$ cat src/rtl/pwm_grp_pkg.sv
package pwm_grp_pkg;

  typedef enum logic [1:0] {
    RK_PERIOD = 2'd0,
    RK_BUFFER = 2'd1,
    RK_FLAGS  = 2'd2,
    RK_NONE   = 2'd3
  } reg_kind_e;

  // Map an address onto the register kind for a group of n channels
  function automatic reg_kind_e kind_of(input int unsigned a, input int unsigned n);
    if (a < n)           return RK_PERIOD;
    else if (a < 2 * n)  return RK_BUFFER;
    else if (a == 2 * n) return RK_FLAGS;
    return RK_NONE;
  endfunction

  // Channel slot addressed inside its register kind
  function automatic int unsigned slot_of(input int unsigned a, input int unsigned n);
    if (a < n)     return a;
    if (a < 2 * n) return a - n;
    return 0;
  endfunction

endpackage

$ cat src/rtl/pwm_regbank.sv
module pwm_regbank
  import pwm_grp_pkg::*;
#(
  parameter int NCH = 4,
  parameter int CW  = 16,
  parameter int AW  = 4
) (
  input  logic                     clk,
  input  logic                     rst_n,
  input  logic                     bus_sel,
  input  logic                     bus_wr,
  input  logic [AW-1:0]            bus_addr,
  input  logic [CW/8-1:0]          bus_be,
  input  logic [CW-1:0]            bus_wdata,
  input  logic [NCH-1:0]           match_evt,
  output logic [NCH-1:0][CW-1:0]   cyc_o,
  output logic [NCH-1:0][CW-1:0]   buf_o,
  output logic [NCH-1:0]           flag_o,
  output logic [CW-1:0]            bus_rdata
);

  localparam int IW = (NCH > 1) ? $clog2(NCH) : 1;

  reg_kind_e        kind;
  logic [IW-1:0]    idx;
  logic             wr_full;
  logic             flag_wr;
  logic             flag_rd;
  logic [NCH-1:0]   arm_q;
  logic [NCH-1:0]   flag_q;
  logic [NCH-1:0]   clr_req;

  always_comb begin
    kind    = kind_of(int'(bus_addr), NCH);
    idx     = IW'(slot_of(int'(bus_addr), NCH));
    wr_full = bus_sel && bus_wr && (&bus_be);
    flag_wr = bus_sel && bus_wr && bus_be[0] && (kind == RK_FLAGS);
    flag_rd = bus_sel && !bus_wr && (kind == RK_FLAGS);
    clr_req = flag_wr ? (arm_q & ~bus_wdata[NCH-1:0]) : '0;
  end

  for (genvar k = 0; k < NCH; k++) begin : g_slot
    logic [CW-1:0] cyc_r;
    logic [CW-1:0] buf_r;
    logic          hit_cyc;
    logic          hit_buf;
    assign hit_cyc = wr_full && (kind == RK_PERIOD) && (idx == IW'(k));
    assign hit_buf = wr_full && (kind == RK_BUFFER) && (idx == IW'(k));
    always_ff @(posedge clk or negedge rst_n) begin
      if (!rst_n) begin
        cyc_r <= '1;
        buf_r <= '1;
      end else begin
        if (hit_cyc) cyc_r <= bus_wdata;
        if (hit_buf) buf_r <= bus_wdata;
      end
    end
    assign cyc_o[k] = cyc_r;
    assign buf_o[k] = buf_r;
  end

  // New matches override a clear landing on the same edge
  always_ff @(posedge clk or negedge rst_n) begin
    if (!rst_n) begin
      flag_q <= '0;
      arm_q  <= '0;
    end else begin
      flag_q <= (flag_q & ~clr_req) | match_evt;
      if (flag_rd)      arm_q <= flag_q;
      else if (flag_wr) arm_q <= '0;
    end
  end

  assign flag_o = flag_q;

  always_comb begin
    unique case (kind)
      RK_PERIOD: bus_rdata = cyc_o[idx];
      RK_BUFFER: bus_rdata = buf_o[idx];
      RK_FLAGS:  bus_rdata = {{(CW-NCH){1'b0}}, flag_q};
      default:   bus_rdata = '0;
    endcase
  end

endmodule

$ cat src/rtl/pwm_channel.sv
module pwm_channel #(
  parameter int CW = 16
) (
  input  logic          clk,
  input  logic          rst_n,
  input  logic          run,
  input  logic [CW-1:0] cyc,
  input  logic [CW-1:0] bufv,
  output logic [CW-1:0] cnt_o,
  output logic [CW-1:0] duty_o,
  output logic          match_o,
  output logic          pwm_o
);

  function automatic logic [CW-1:0] step(input logic [CW-1:0] v);
    return v + CW'(1);
  endfunction

  function automatic logic level_for(input logic [CW-1:0] b);
    return |b;
  endfunction

  logic [CW-1:0] cnt_q;
  logic [CW-1:0] duty_q;
  logic          pwm_q;
  logic          hit_duty;

  assign match_o  = run && (cnt_q == cyc);
  assign hit_duty = run && (cnt_q == duty_q);

  always_ff @(posedge clk or negedge rst_n) begin
    if (!rst_n) begin
      cnt_q  <= '0;
      duty_q <= '1;
      pwm_q  <= 1'b0;
    end else if (match_o) begin
      cnt_q  <= '0;
      duty_q <= bufv;
      pwm_q  <= level_for(bufv);
    end else begin
      if (run)      cnt_q <= step(cnt_q);
      if (hit_duty) pwm_q <= 1'b0;
    end
  end

  assign cnt_o  = cnt_q;
  assign duty_o = duty_q;
  assign pwm_o  = pwm_q;

endmodule

$ cat src/rtl/pwm_quad_group.sv
module pwm_quad_group #(
  parameter int NCH = 4,
  parameter int CW  = 16,
  parameter int AW  = 4
) (
  input  logic            clk,
  input  logic            rst_n,
  input  logic            cnt_run,
  input  logic            bus_sel,
  input  logic            bus_wr,
  input  logic [AW-1:0]   bus_addr,
  input  logic [CW/8-1:0] bus_be,
  input  logic [CW-1:0]   bus_wdata,
  output logic [CW-1:0]   bus_rdata,
  output logic [NCH-1:0]  pwm_out
);

  logic [NCH-1:0][CW-1:0] cyc_q;
  logic [NCH-1:0][CW-1:0] buf_q;
  logic [NCH-1:0][CW-1:0] cnt_q;
  logic [NCH-1:0][CW-1:0] duty_q;
  logic [NCH-1:0]         match_evt;
  logic [NCH-1:0]         flag_q;

  pwm_regbank #(.NCH(NCH), .CW(CW), .AW(AW)) regs_i (
    .clk       (clk),
    .rst_n     (rst_n),
    .bus_sel   (bus_sel),
    .bus_wr    (bus_wr),
    .bus_addr  (bus_addr),
    .bus_be    (bus_be),
    .bus_wdata (bus_wdata),
    .match_evt (match_evt),
    .cyc_o     (cyc_q),
    .buf_o     (buf_q),
    .flag_o    (flag_q),
    .bus_rdata (bus_rdata)
  );

  for (genvar k = 0; k < NCH; k++) begin : g_chan
    pwm_channel #(.CW(CW)) chan_i (
      .clk     (clk),
      .rst_n   (rst_n),
      .run     (cnt_run),
      .cyc     (cyc_q[k]),
      .bufv    (buf_q[k]),
      .cnt_o   (cnt_q[k]),
      .duty_o  (duty_q[k]),
      .match_o (match_evt[k]),
      .pwm_o   (pwm_out[k])
    );
  end

endmodule

$ cat config.mk
export PLATFORM = sky130hd
export DESIGN_NAME = pwm_quad_group
export DESIGN_NICKNAME = d
export VERILOG_FILES = /design/src/rtl/pwm_grp_pkg.sv /design/src/rtl/pwm_regbank.sv /design/src/rtl/pwm_channel.sv /design/src/rtl/pwm_quad_group.sv
export SDC_FILE = /design/constraint.sdc
export NUM_CORES = 1
export LEC_CHECK = 0
export BUFFER_PORTS_ARGS = -buffer_cell sky130_fd_sc_hd__buf_2
export CORE_MARGIN = 4
export CORE_UTILIZATION = 50
export CTS_CLUSTER_DIAMETER = 80
export DETAILED_ROUTE_END_ITERATION = 8
export MAX_ROUTING_LAYER = met4
export PLACE_DENSITY_LB_ADDON = 0.15
export SETUP_SLACK_MARGIN = 0.3
export SKIP_LAST_GASP = 1
export SLEW_MARGIN = 20
export SYNTH_ARGS = -nofsm -noshare
export SYNTH_HDL_FRONTEND = slang
export SYNTH_SLANG_ARGS = --single-unit
export TNS_END_PERCENT = 1
$ cat constraint.sdc
create_clock -name clk -period 2.9 [get_ports clk]
set_input_delay 0.58 -clock clk [delete_from_list [all_inputs] [get_ports clk]]
set_output_delay 0.58 -clock clk [all_outputs]
set_load 0.005 [all_outputs]
==> flow_summary.toml, run 1 <==
[floorplanning]
core_sq_um = 27030
die_x_um = 173.9
rows = 60
die_h_um = 173.9
initial_utilization = 0.5090
io_pins = 47
die_area_sq_um = 30230

[clocking]
cts_sinks = 268
cts-root-buf = "clkbuf_16"
clock_latency_ns = 0.55
cts_max_path_buffers = 3
numCtsBuffers = 29
cts_htree_levels = 1
path_clk_slew_ns = 0.06
cts_tree = "done"

[cells_and_area]
area_delta_synth_final_pct = 12.12
nNetsFinal = 1156
drive_above_1_share = 0.4865
final_util = 0.5707
nFillCells = 2265

[placement]
port_buffers = 46
place_congestion = 0.8762
detailed_place_hpwl_mm = 27.11

[synth]
synthMuxAreaShare = 0.2296
synth-compound-area-share = 0.01092
synth_top_family_by_area = "multiplexers"
synth-simple-area-share = 0.1055
syn_area_sq_um = 13760
avgSynthCellArea_sq_um = 12.78
syn_inst = 1076
synth.yosys.seq_area_share = 0.5050
synth_xor_area_frac = 0.1172
synth_cell_types = 35
synth-seq-cells = 268
synth_nets = 1107
yosysWarnings = 0
synthAdderAreaFrac = 0.003638

[worst_setup_path]
worst-r2r-setup-slack_ns = 0.43
slowest_delay_ns = 0.52
crit_required_ns = 2.32
crit_top_cell = "buf_2"
start_kind = "primary input"
reg2reg_from = "regs_i.g_slot[3].cyc_r[1]$_DFFE_PN1P_"
end_kind = "output pin"
startpoint = "bus_addr[0]"
crit_path_top_delay_cell = "mux4_2"
crit_arrival_ns = 1.96
worstSetupPathType = "primary input to output pin"
path_max_fanout = 31
path_cells = "buf_2 > buf_12 > mux4_2 > mux2i_1 > nor2_1 > buf_2"

[power_and_ir_drop]
leakage_nw = 6.924
powerDensity_nw_per_um2 = 684.5
vdd_ir_drop_max_uv = 414.0

[routing]
vias = 8688
drt_iter0_markers = 535
drtPass1Iterations = 4
drc = 0
wirelength_mm = 36.54
wl_per_cell_um = 24.54
vias_per_cell = 5.835
antenna_left = 0

[timing]
fmax_mhz = 394.3
setup-tns-final_ns = 0
setup_violations = 0
period_needed_ns = 2.536
fin_skew_ns = 0.009593
hold_viol = 0
slew_violations = 0
min_period_over_period = 0.8744
tightest_slew_ns = 0.5978
grt_setup_unrepaired = "yes"
slew_headroom = 0.6015

[global_route]
grt_first_pass_wirelength_mm = 56.38
grt_pass1_vias = 8902
grt_usage = 0.2494
grt_max_degree = 63
grt-ovfl-total = 0
antenna_found_initial = 2

[min_path]
min_path_type = "primary input to register"
min_from = "bus_wdata[13]"

[run]
cap_violations = 0

[outcome]
outcome = "finished clean"
## repair_timing
action | 4_1_cts | 5_1_grt
endpoints found under the setup margin | 0 | 6
resized for setup | 0 | 1
hold endpoints to repair | 9 | 0
setup buffers | 0 | 0
hold buffers | 1 | 0
## state kept, by name (all words and copies together) (netlist names)
| signal | cells |
|---|---|
| g_chan.chan_i.cnt_o | 64 |
| g_chan.chan_i.duty_o | 64 |
| g_chan.chan_i.pwm_o | 4 |
| regs_i.arm_q | 4 |
| regs_i.flag_o | 4 |
| regs_i.g_slot.buf_r | 64 |
| regs_i.g_slot.cyc_r | 64 |
## final cells by class
cell class	instances	area [sq um]	area share
sequential	268	6947	0.4504
multi-input combinational	736	6445	0.4179
clock buffer	45	898.4	0.05825
timing repair buffer	86	620.6	0.04024
tap	341	426.7	0.02766
clock inverter	8	68.82	0.004462
inverter	4	15.01	0.0009735
antenna	1	2.502	0.0001622
## routing by layer
layer / part of all wire / up-vias / GRT usage
li1: - / 3919 / -
met1: 0.45 / 4542 / 0.3418
met2: 0.48 / 165 / 0.3936
met3: 0.041 / 62 / 0.03162
met4: 0.030 / 0 / 0.07324
met5: 0 / - / -
## worst paths after layout
path / end / cells past startpoint
max: bus_rdata[6] / 6
min in group asynchronous: g_chan[0].chan_i.cnt_o[2]$_DFFE_PN0P_ / 2
max in group asynchronous: g_chan[2].chan_i.duty_o[8]$_DFFE_PN1N_ / 3
max reg2reg: g_chan[3].chan_i.duty_o[8]$_DFFE_PN1N_ / 6
min: regs_i.g_slot[1].cyc_r[13]$_DFFE_PN1P_ / 2
min reg2reg: regs_i.arm_q[0]$_DFFE_PN0P_ / 1
## where the power goes
part | switching (mW) | internal, mW
Clock | 1.50 | 2.21
Combinational | 0.853 | 0.958
Sequential | 0.605 | 4.43
Total | 2.96 | 7.60
## cell usage after synthesis, drive strengths merged
| library cell | count | area, sq um |
|---|---|---|
| buf | 33 | 241.5 |
| nor4b | 1 | 8.760 |
| clkbuf | 35 | 131.4 |
| dfstp | 192 | 5045 |
| mux2i | 20 | 200.2 |
| nand4 | 26 | 162.7 |
| inv | 4 | 15.01 |
| or3b | 1 | 8.760 |
| nand3 | 25 | 125.1 |
| a31o | 4 | 35.03 |
| ha | 4 | 50.05 |
| nand2 | 41 | 153.9 |
| nor3 | 7 | 40.04 |
| nor2b | 4 | 25.02 |
| or3 | 1 | 6.260 |
| nand3b | 1 | 7.510 |
| or4 | 4 | 30.03 |
| and3 | 15 | 93.84 |
| dfrtp | 76 | 1902 |
| mux4 | 32 | 720.7 |
| nor2 | 83 | 311.6 |
| a22o | 4 | 35.03 |
| xor2 | 137 | 1200 |
| nand2b | 14 | 87.58 |
| nor4 | 46 | 294.0 |
| xnor2 | 47 | 411.6 |
| o21ai | 16 | 80.08 |
| mux2 | 192 | 2237 |
| and4 | 11 | 96.34 |
## stage by stage
step | total power, mW | hold slack, ns | std cells | area, sq um | setup WS (ns)
2_1_floorplan | 6.272 | 0.2844 | 1076 | 13760 | 0.3332
3_3_place_gp | 6.868 | 0.4850 | 1434 | 14440 | 0.3618
3_5_place_dp | 6.907 | 0.4929 | 1434 | 14440 | 0.3541
4_1_cts | 10.64 | 0.3896 | 1488 | 15420 | 0.3514
5_1_grt | 11.07 | 0.4083 | 1489 | 15420 | 0.2975
6_report | 10.56 | 0.4214 | 1489 | 15420 | 0.3641
## placed cells by master (no fill, tap or decap), types with 31 or more instances in the layout
| master | count |
|---|---|
| nor4_1 | 42 |
| buf_2 | 44 |
| nor2_1 | 83 |
| mux2_2 | 172 |
| clkbuf_16 | 31 |
| dfrtp_1 | 76 |
| nand2_1 | 41 |
| buf_4 | 33 |
| xor2_1 | 137 |
| xnor2_1 | 47 |
| mux4_2 | 32 |
| dfstp_2 | 192 |
## worst max-delay path: cells and delay by family
family	cells	cell delay (ns)
buf+inv	3	0.48
mux	2	0.79
simple gates	1	0.07
## logic make-up after synthesis
kind of cell | count (synthesis)
mux | 244
fa+ha+maj | 4
xor+xnor | 184
compound gates | 24
simple gates | 280
flops | 268
buf+inv | 72
(Power assumes the default switching activity.)
==> inputs of run 2 (changes only) <==
==> constraint.sdc (replaced) <==
create_clock -name clk -period 2.15 [get_ports clk]
set_input_delay 0.43 -clock clk [delete_from_list [all_inputs] [get_ports clk]]
set_output_delay 0.43 -clock clk [all_outputs]
set_load 0.005 [all_outputs]
==> run 2 against run 1 <==
  * The run now ends with negative setup slack left
  * Sequential power rose by 32%
  * Via count grew 2.8%
  * Sequential share of layout area fell by 2.5 points
  * Sequential cell count unchanged
  * Register-to-register slack lost 0.48 ns
  * Worst hold slack worse by 0.14 ns
  * Combinational power up 67%
  * Power is 41% higher
  * Critical endpoint is now bus_rdata[13]
  * Highest routed layer unchanged
==> flow_summary.toml, run 2 (synthesis results as in run 1) <==
[clocking]
numCtsBuffers = 29
path_clk_slew_ns = 0.06
cts_max_path_buffers = 3
cts-root-buf = "clkbuf_16"
cts_sinks = 268
cts_htree_levels = 1
clock_latency_ns = 0.54
cts_tree = "done"

[global_route]
grt-ovfl-total = 0
grt_first_pass_wirelength_mm = 59.05
grt_usage = 0.2616
grt_pass1_vias = 9191
grt_max_degree = 59
antenna_found_initial = 0

[worst_setup_path]
start_kind = "register"
crit_path_top_delay_cell = "mux4_2"
crit_arrival_ns = 1.96
crit_required_ns = 1.72
end_kind = "output pin"
worstSetupPathType = "register to output pin"
path_cells = "buf_6 > mux4_2 > mux2i_1 > buf_4 > nor2_2 > buf_2"
slowest_delay_ns = 0.43
ff2ff_path_depth = 6
path_max_fanout = 2

[cells_and_area]
layout_common_cells = "dfstp_2, mux2_2, xor2_1"
drive_above_1_share = 0.5298
final_cells = 1581
final_util = 0.6040
area_delta_synth_final_pct = 18.67
antennaDiodeCount = 0
nNetsFinal = 1249
final_common_cell = "dfstp_2"

[timing]
tightest_slew_ns = 0.5687
hold_viol = 0
min_period_over_period = 1.110
period_needed_ns = 2.387
fin_skew_ns = 0.009081
slew_headroom = 0.6174
fmax_mhz = 418.9
finalWorstSetupSlack_ns = -0.2374
setup_violations = 63
grt_setup_unrepaired = "yes"
setup-tns-final_ns = -3.339
slew_violations = 0

[placement]
dpl.cell_count = 1525
preCtsSetupSlack_ns = -0.07364
detailed_place_hpwl_mm = 28.63
port_buffers = 46
place_congestion = 0.9025

[routing]
wirelength_mm = 37.97
vias = 8930
drt_iter0_markers = 506
vias_per_cell = 5.648
antenna_left = 0
wl_per_cell_um = 24.01
drtPass1Iterations = 5
drc = 0

[power_and_ir_drop]
finalPower_mw = 14.87
powerDensity_nw_per_um2 = 910.8
vdd_ir_drop_max_uv = 566.1
leakage_nw = 7.453

[floorplanning]
core_sq_um = 27030
die_x_um = 173.9
die_area_sq_um = 30230
die_h_um = 173.9
initial_utilization = 0.5090
io_pins = 47
rows = 60

[min_path]
min_path_type = "primary input to register"
min_path_cells = 2

[run]
cap_violations = 0

[outcome]
outcome = "complete, but fails checks"
violations = "negative setup slack"
-- run 2: what timing repair did --
action / 4_1_cts / 5_1_grt
resized for setup: 4 / 3
endpoints found under the setup margin: 147 / 151
hold endpoints to repair: 9 / 0
buffers inserted: 2 / 0
hold buffers: 1 / 0
-- run 2: power breakdown --
group | total, mW | internal, mW | switching [mW]
logic | 3.03 | 1.59 | 1.44
clock network | 5.20 | 3.17 | 2.03
registers | 6.64 | 5.98 | 0.660
total | 14.9 | 10.7 | 4.13
-- run 2: final timing paths --
kind	end	slack (ns)	startpoint
hold reg to reg	regs_i.arm_q[2]$_DFFE_PN0P_	0.51	regs_i.arm_q[2]$_DFFE_PN0P_
min in group asynchronous	g_chan[3].chan_i.pwm_o$_DFFE_PN0P_	0.47	rst_n
hold / removal	regs_i.g_slot[1].buf_r[5]$_DFFE_PN1P_	0.28	bus_wdata[5]
setup / recovery	bus_rdata[13]	-0.24	regs_i.g_slot[1].cyc_r[13]$_DFFE_PN1P_
setup reg to reg	g_chan[2].chan_i.duty_o[14]$_DFFE_PN1N_	-0.05	regs_i.g_slot[2].cyc_r[14]$_DFFE_PN1P_
max in group asynchronous	regs_i.g_slot[1].buf_r[7]$_DFFE_PN1P_	0.96	rst_n
-- run 2: routing by layer --
metal  up-vias  GRT usage  part of all wire  wire length [um]
li1       4104          -                 -                 -
met1      4571     0.3630              0.45             17190
met2       188     0.4075              0.47             17930
met3        67    0.03642             0.040              1532
met4         0    0.07324             0.035              1310
met5         -          -                 0                 0
-- run 2: final cells by class --
| cell class | instances | area (sq um) |
|---|---|---|
| flip-flops and latches | 268 | 6947 |
| multi-input cells | 736 | 6474 |
| clock inverters | 7 | 90.09 |
| repair buffers | 179 | 1449 |
| well taps | 341 | 426.7 |
| fillers | 2187 | 10700 |
| clock buffers | 46 | 922.1 |
| inverters | 4 | 15.01 |
-- run 2: per-stage QoR --
step / hold slack [ns] / cell area, sq um
6_report: 0.2803 / 16320
5_1_grt: 0.2635 / 16320
4_1_cts: 0.2478 / 16310
3_5_place_dp: 0.4292 / 15260
3_3_place_gp: 0.4240 / 15260
2_1_floorplan: 0.1344 / 13800
-- run 2: worst max-delay path, delay by kind of cell (launching register included) --
family                 cells  cell delay, ns
buffers and inverters      3            0.40
flip-flops                 1            0.37
multiplexers               2            0.63
AND/OR/NAND/NOR            1            0.03
==> inputs of run 3 (changes only) <==
--- a/config.mk
+++ b/config.mk
@@ -12,9 +12,9 @@
 export DETAILED_ROUTE_END_ITERATION = 8
 export MAX_ROUTING_LAYER = met4
 export PLACE_DENSITY_LB_ADDON = 0.15
+export REMOVE_ABC_BUFFERS = 1
 export SETUP_SLACK_MARGIN = 0.3
 export SKIP_LAST_GASP = 1
-export SLEW_MARGIN = 20
 export SYNTH_ARGS = -nofsm -noshare
 export SYNTH_HDL_FRONTEND = slang
 export SYNTH_SLANG_ARGS = --single-unit
==> run 3 against run 2 <==
  * The flow still finishes with violations (negative setup slack)
  * Critical path depth down 1
  * Wire length up 0.17%
  * Combinational power about the same
==> flow_summary.toml, run 3 (synthesis results as in run 1) <==
[cells_and_area]
layout_common_cells = "dfstp_2, mux2_2, xor2_1"
nNetsFinal = 1260
regArea_sq_um = 6947
nFillCells = 2173
final_util = 0.6080
final_area_sq_um = 16430
area_delta_synth_final_pct = 19.46
antennaDiodeCount = 0
multi_input_area_sq_um = 6457
final_common_cell = "dfstp_2"
drive_above_1_share = 0.5351

[run]
cap_violations = 0

[clocking]
cts_htree_levels = 1
cts_sinks = 268
cts_tree = "done"
path_clk_slew_ns = 0.06
numCtsBuffers = 29
cts_max_path_buffers = 3
clock_latency_ns = 0.56
cts-root-buf = "clkbuf_16"

[timing]
tightest_slew_ns = 0.5825
period_needed_ns = 2.379
min_period_over_period = 1.107
setup_violations = 87
fmax_mhz = 420.3
fin_skew_ns = 0.01902
finalWorstSetupSlack_ns = -0.2290
grt_setup_unrepaired = "yes"
slew_headroom = 0.6081
slew_violations = 0
hold_viol = 0

[global_route]
grt_usage = 0.2602
grt_max_degree = 58
grt_pass1_vias = 9329
grt_first_pass_wirelength_mm = 58.85
antenna_found_initial = 0
grt-ovfl-total = 0

[worst_setup_path]
ff2ff_path_depth = 7
start_kind = "register"
reg2reg_from = "regs_i.g_slot[2].cyc_r[4]$_DFFE_PN1P_"
end_kind = "output pin"
crit_required_ns = 1.72
worst-r2r-setup-slack_ns = -0.17
crit_arrival_ns = 1.95
startpoint = "regs_i.g_slot[3].cyc_r[6]$_DFFE_PN1P_"
crit_end = "bus_rdata[6]"
r2r_end = "g_chan[2].chan_i.duty_o[14]$_DFFE_PN1N_"
path_max_fanout = 2
worstSetupPathType = "register to output pin"

[routing]
vias_per_cell = 5.672
antenna_left = 0
wl_per_cell_um = 23.87
vias = 9035
dr_wl_met2_mm = 17.35
drt_iter0_markers = 681
met3WireLength_mm = 2.063
m1WireLength_mm = 17.76
top_layer_used = "met4"
drc = 0
wirelength_mm = 38.03
drtPass1Iterations = 5

[floorplanning]
io_pins = 47
rows = 60
initial_utilization = 0.5090
die_h_um = 173.9
die_x_um = 173.9
core_sq_um = 27030
die_area_sq_um = 30230

[placement]
place_congestion = 0.9034
detailed_place_hpwl_mm = 28.83
port_buffers = 46
placed_cell_area_sq_um = 15310
preCtsSetupSlack_ns = -0.09759

[power_and_ir_drop]
powerDensity_nw_per_um2 = 915.2
vdd_ir_drop_max_uv = 871.2
leakage_nw = 7.539
finalPower_mw = 15.04

[outcome]
violations = "negative setup slack"
outcome = "complete, but fails checks"

[min_path]
min_path_type = "primary input to register"
==> run 3: cell types whose count changed in the layout (fill, tap and decap cells not counted), sizes merged <==
cell,delta
clkbuf,-1
buf,+11
clkinv,+2
inv,+1
bufinv,+1
clkinvlp,-2
==> run 3: timing repair <==
action	4_1_cts	5_1_grt
hold endpoints to repair	6	0
endpoints found under the setup margin	149	152
setup buffers	4	1
hold buffers	1	0
resized for setup	5	1
pin swaps	1	0
==> run 3: power breakdown <==
part | switching (mW) | internal (mW)
combinational | 1.45 | 1.59
sequential | 0.640 | 5.98
clock | 2.07 | 3.31
total | 4.16 | 10.9
==> run 3: how the worst min path moves through the flow <==
| stage | from | end | slack [ns] | cells past startpoint |
|---|---|---|---|---|
| 5_1_grt | bus_wdata[12] | regs_i.g_slot[3].buf_r[12]$_DFFE_PN1P_ | 0.23 | 2 |
| 6_report | bus_wdata[7] | regs_i.g_slot[2].cyc_r[7]$_DFFE_PN1P_ | 0.24 | 2 |
| 2_1_floorplan | rst_n | g_chan[0].chan_i.cnt_o[0]$_DFFE_PN0P_ | 0.13 | 0 |
| 4_1_cts | bus_wdata[7] | regs_i.g_slot[2].cyc_r[7]$_DFFE_PN1P_ | 0.21 | 2 |
| 3_3_place_gp | rst_n | g_chan[0].chan_i.cnt_o[1]$_DFFE_PN0P_ | 0.41 | 1 |
| 3_5_place_dp | rst_n | g_chan[0].chan_i.cnt_o[1]$_DFFE_PN0P_ | 0.41 | 1 |
==> run 3: cell type report <==
type,instances,area share
Clock buffer,45,0.05642
Clock inverter,9,0.007538
Inverter,4,0.0009137
Sequential cell,268,0.4228
Multi-Input combinational cell,736,0.3930
Timing Repair Buffer,190,0.09343
Tap cell,341,0.02597
==> run 3: routing by layer <==
layer  global-route usage  vias up
met4              0.05708        0
met1               0.3737     4621
met3              0.04188       51
li1                     -     4133
met5                    -        -
met2               0.3941      230
==> run 3: worst max-delay path, cell delays in order, from the launching register on <==
cell	delay [ns]
dfstp_2	0.37
buf_4	0.14
mux4_2	0.45
mux2i_1	0.23
nor2_1	0.06
buf_2	0.13
==> run 3: stage by stage <==
stage | std cells | hold slack, ns | setup TNS [ns]
floorplan | 1008 | 0.1344 | -24.12
global placement | 1533 | 0.4125 | -2.598
detailed placement | 1533 | 0.4054 | -3.558
CTS | 1592 | 0.2145 | -10.69
global route | 1593 | 0.2276 | -20.34
finish | 1593 | 0.2407 | -10.30
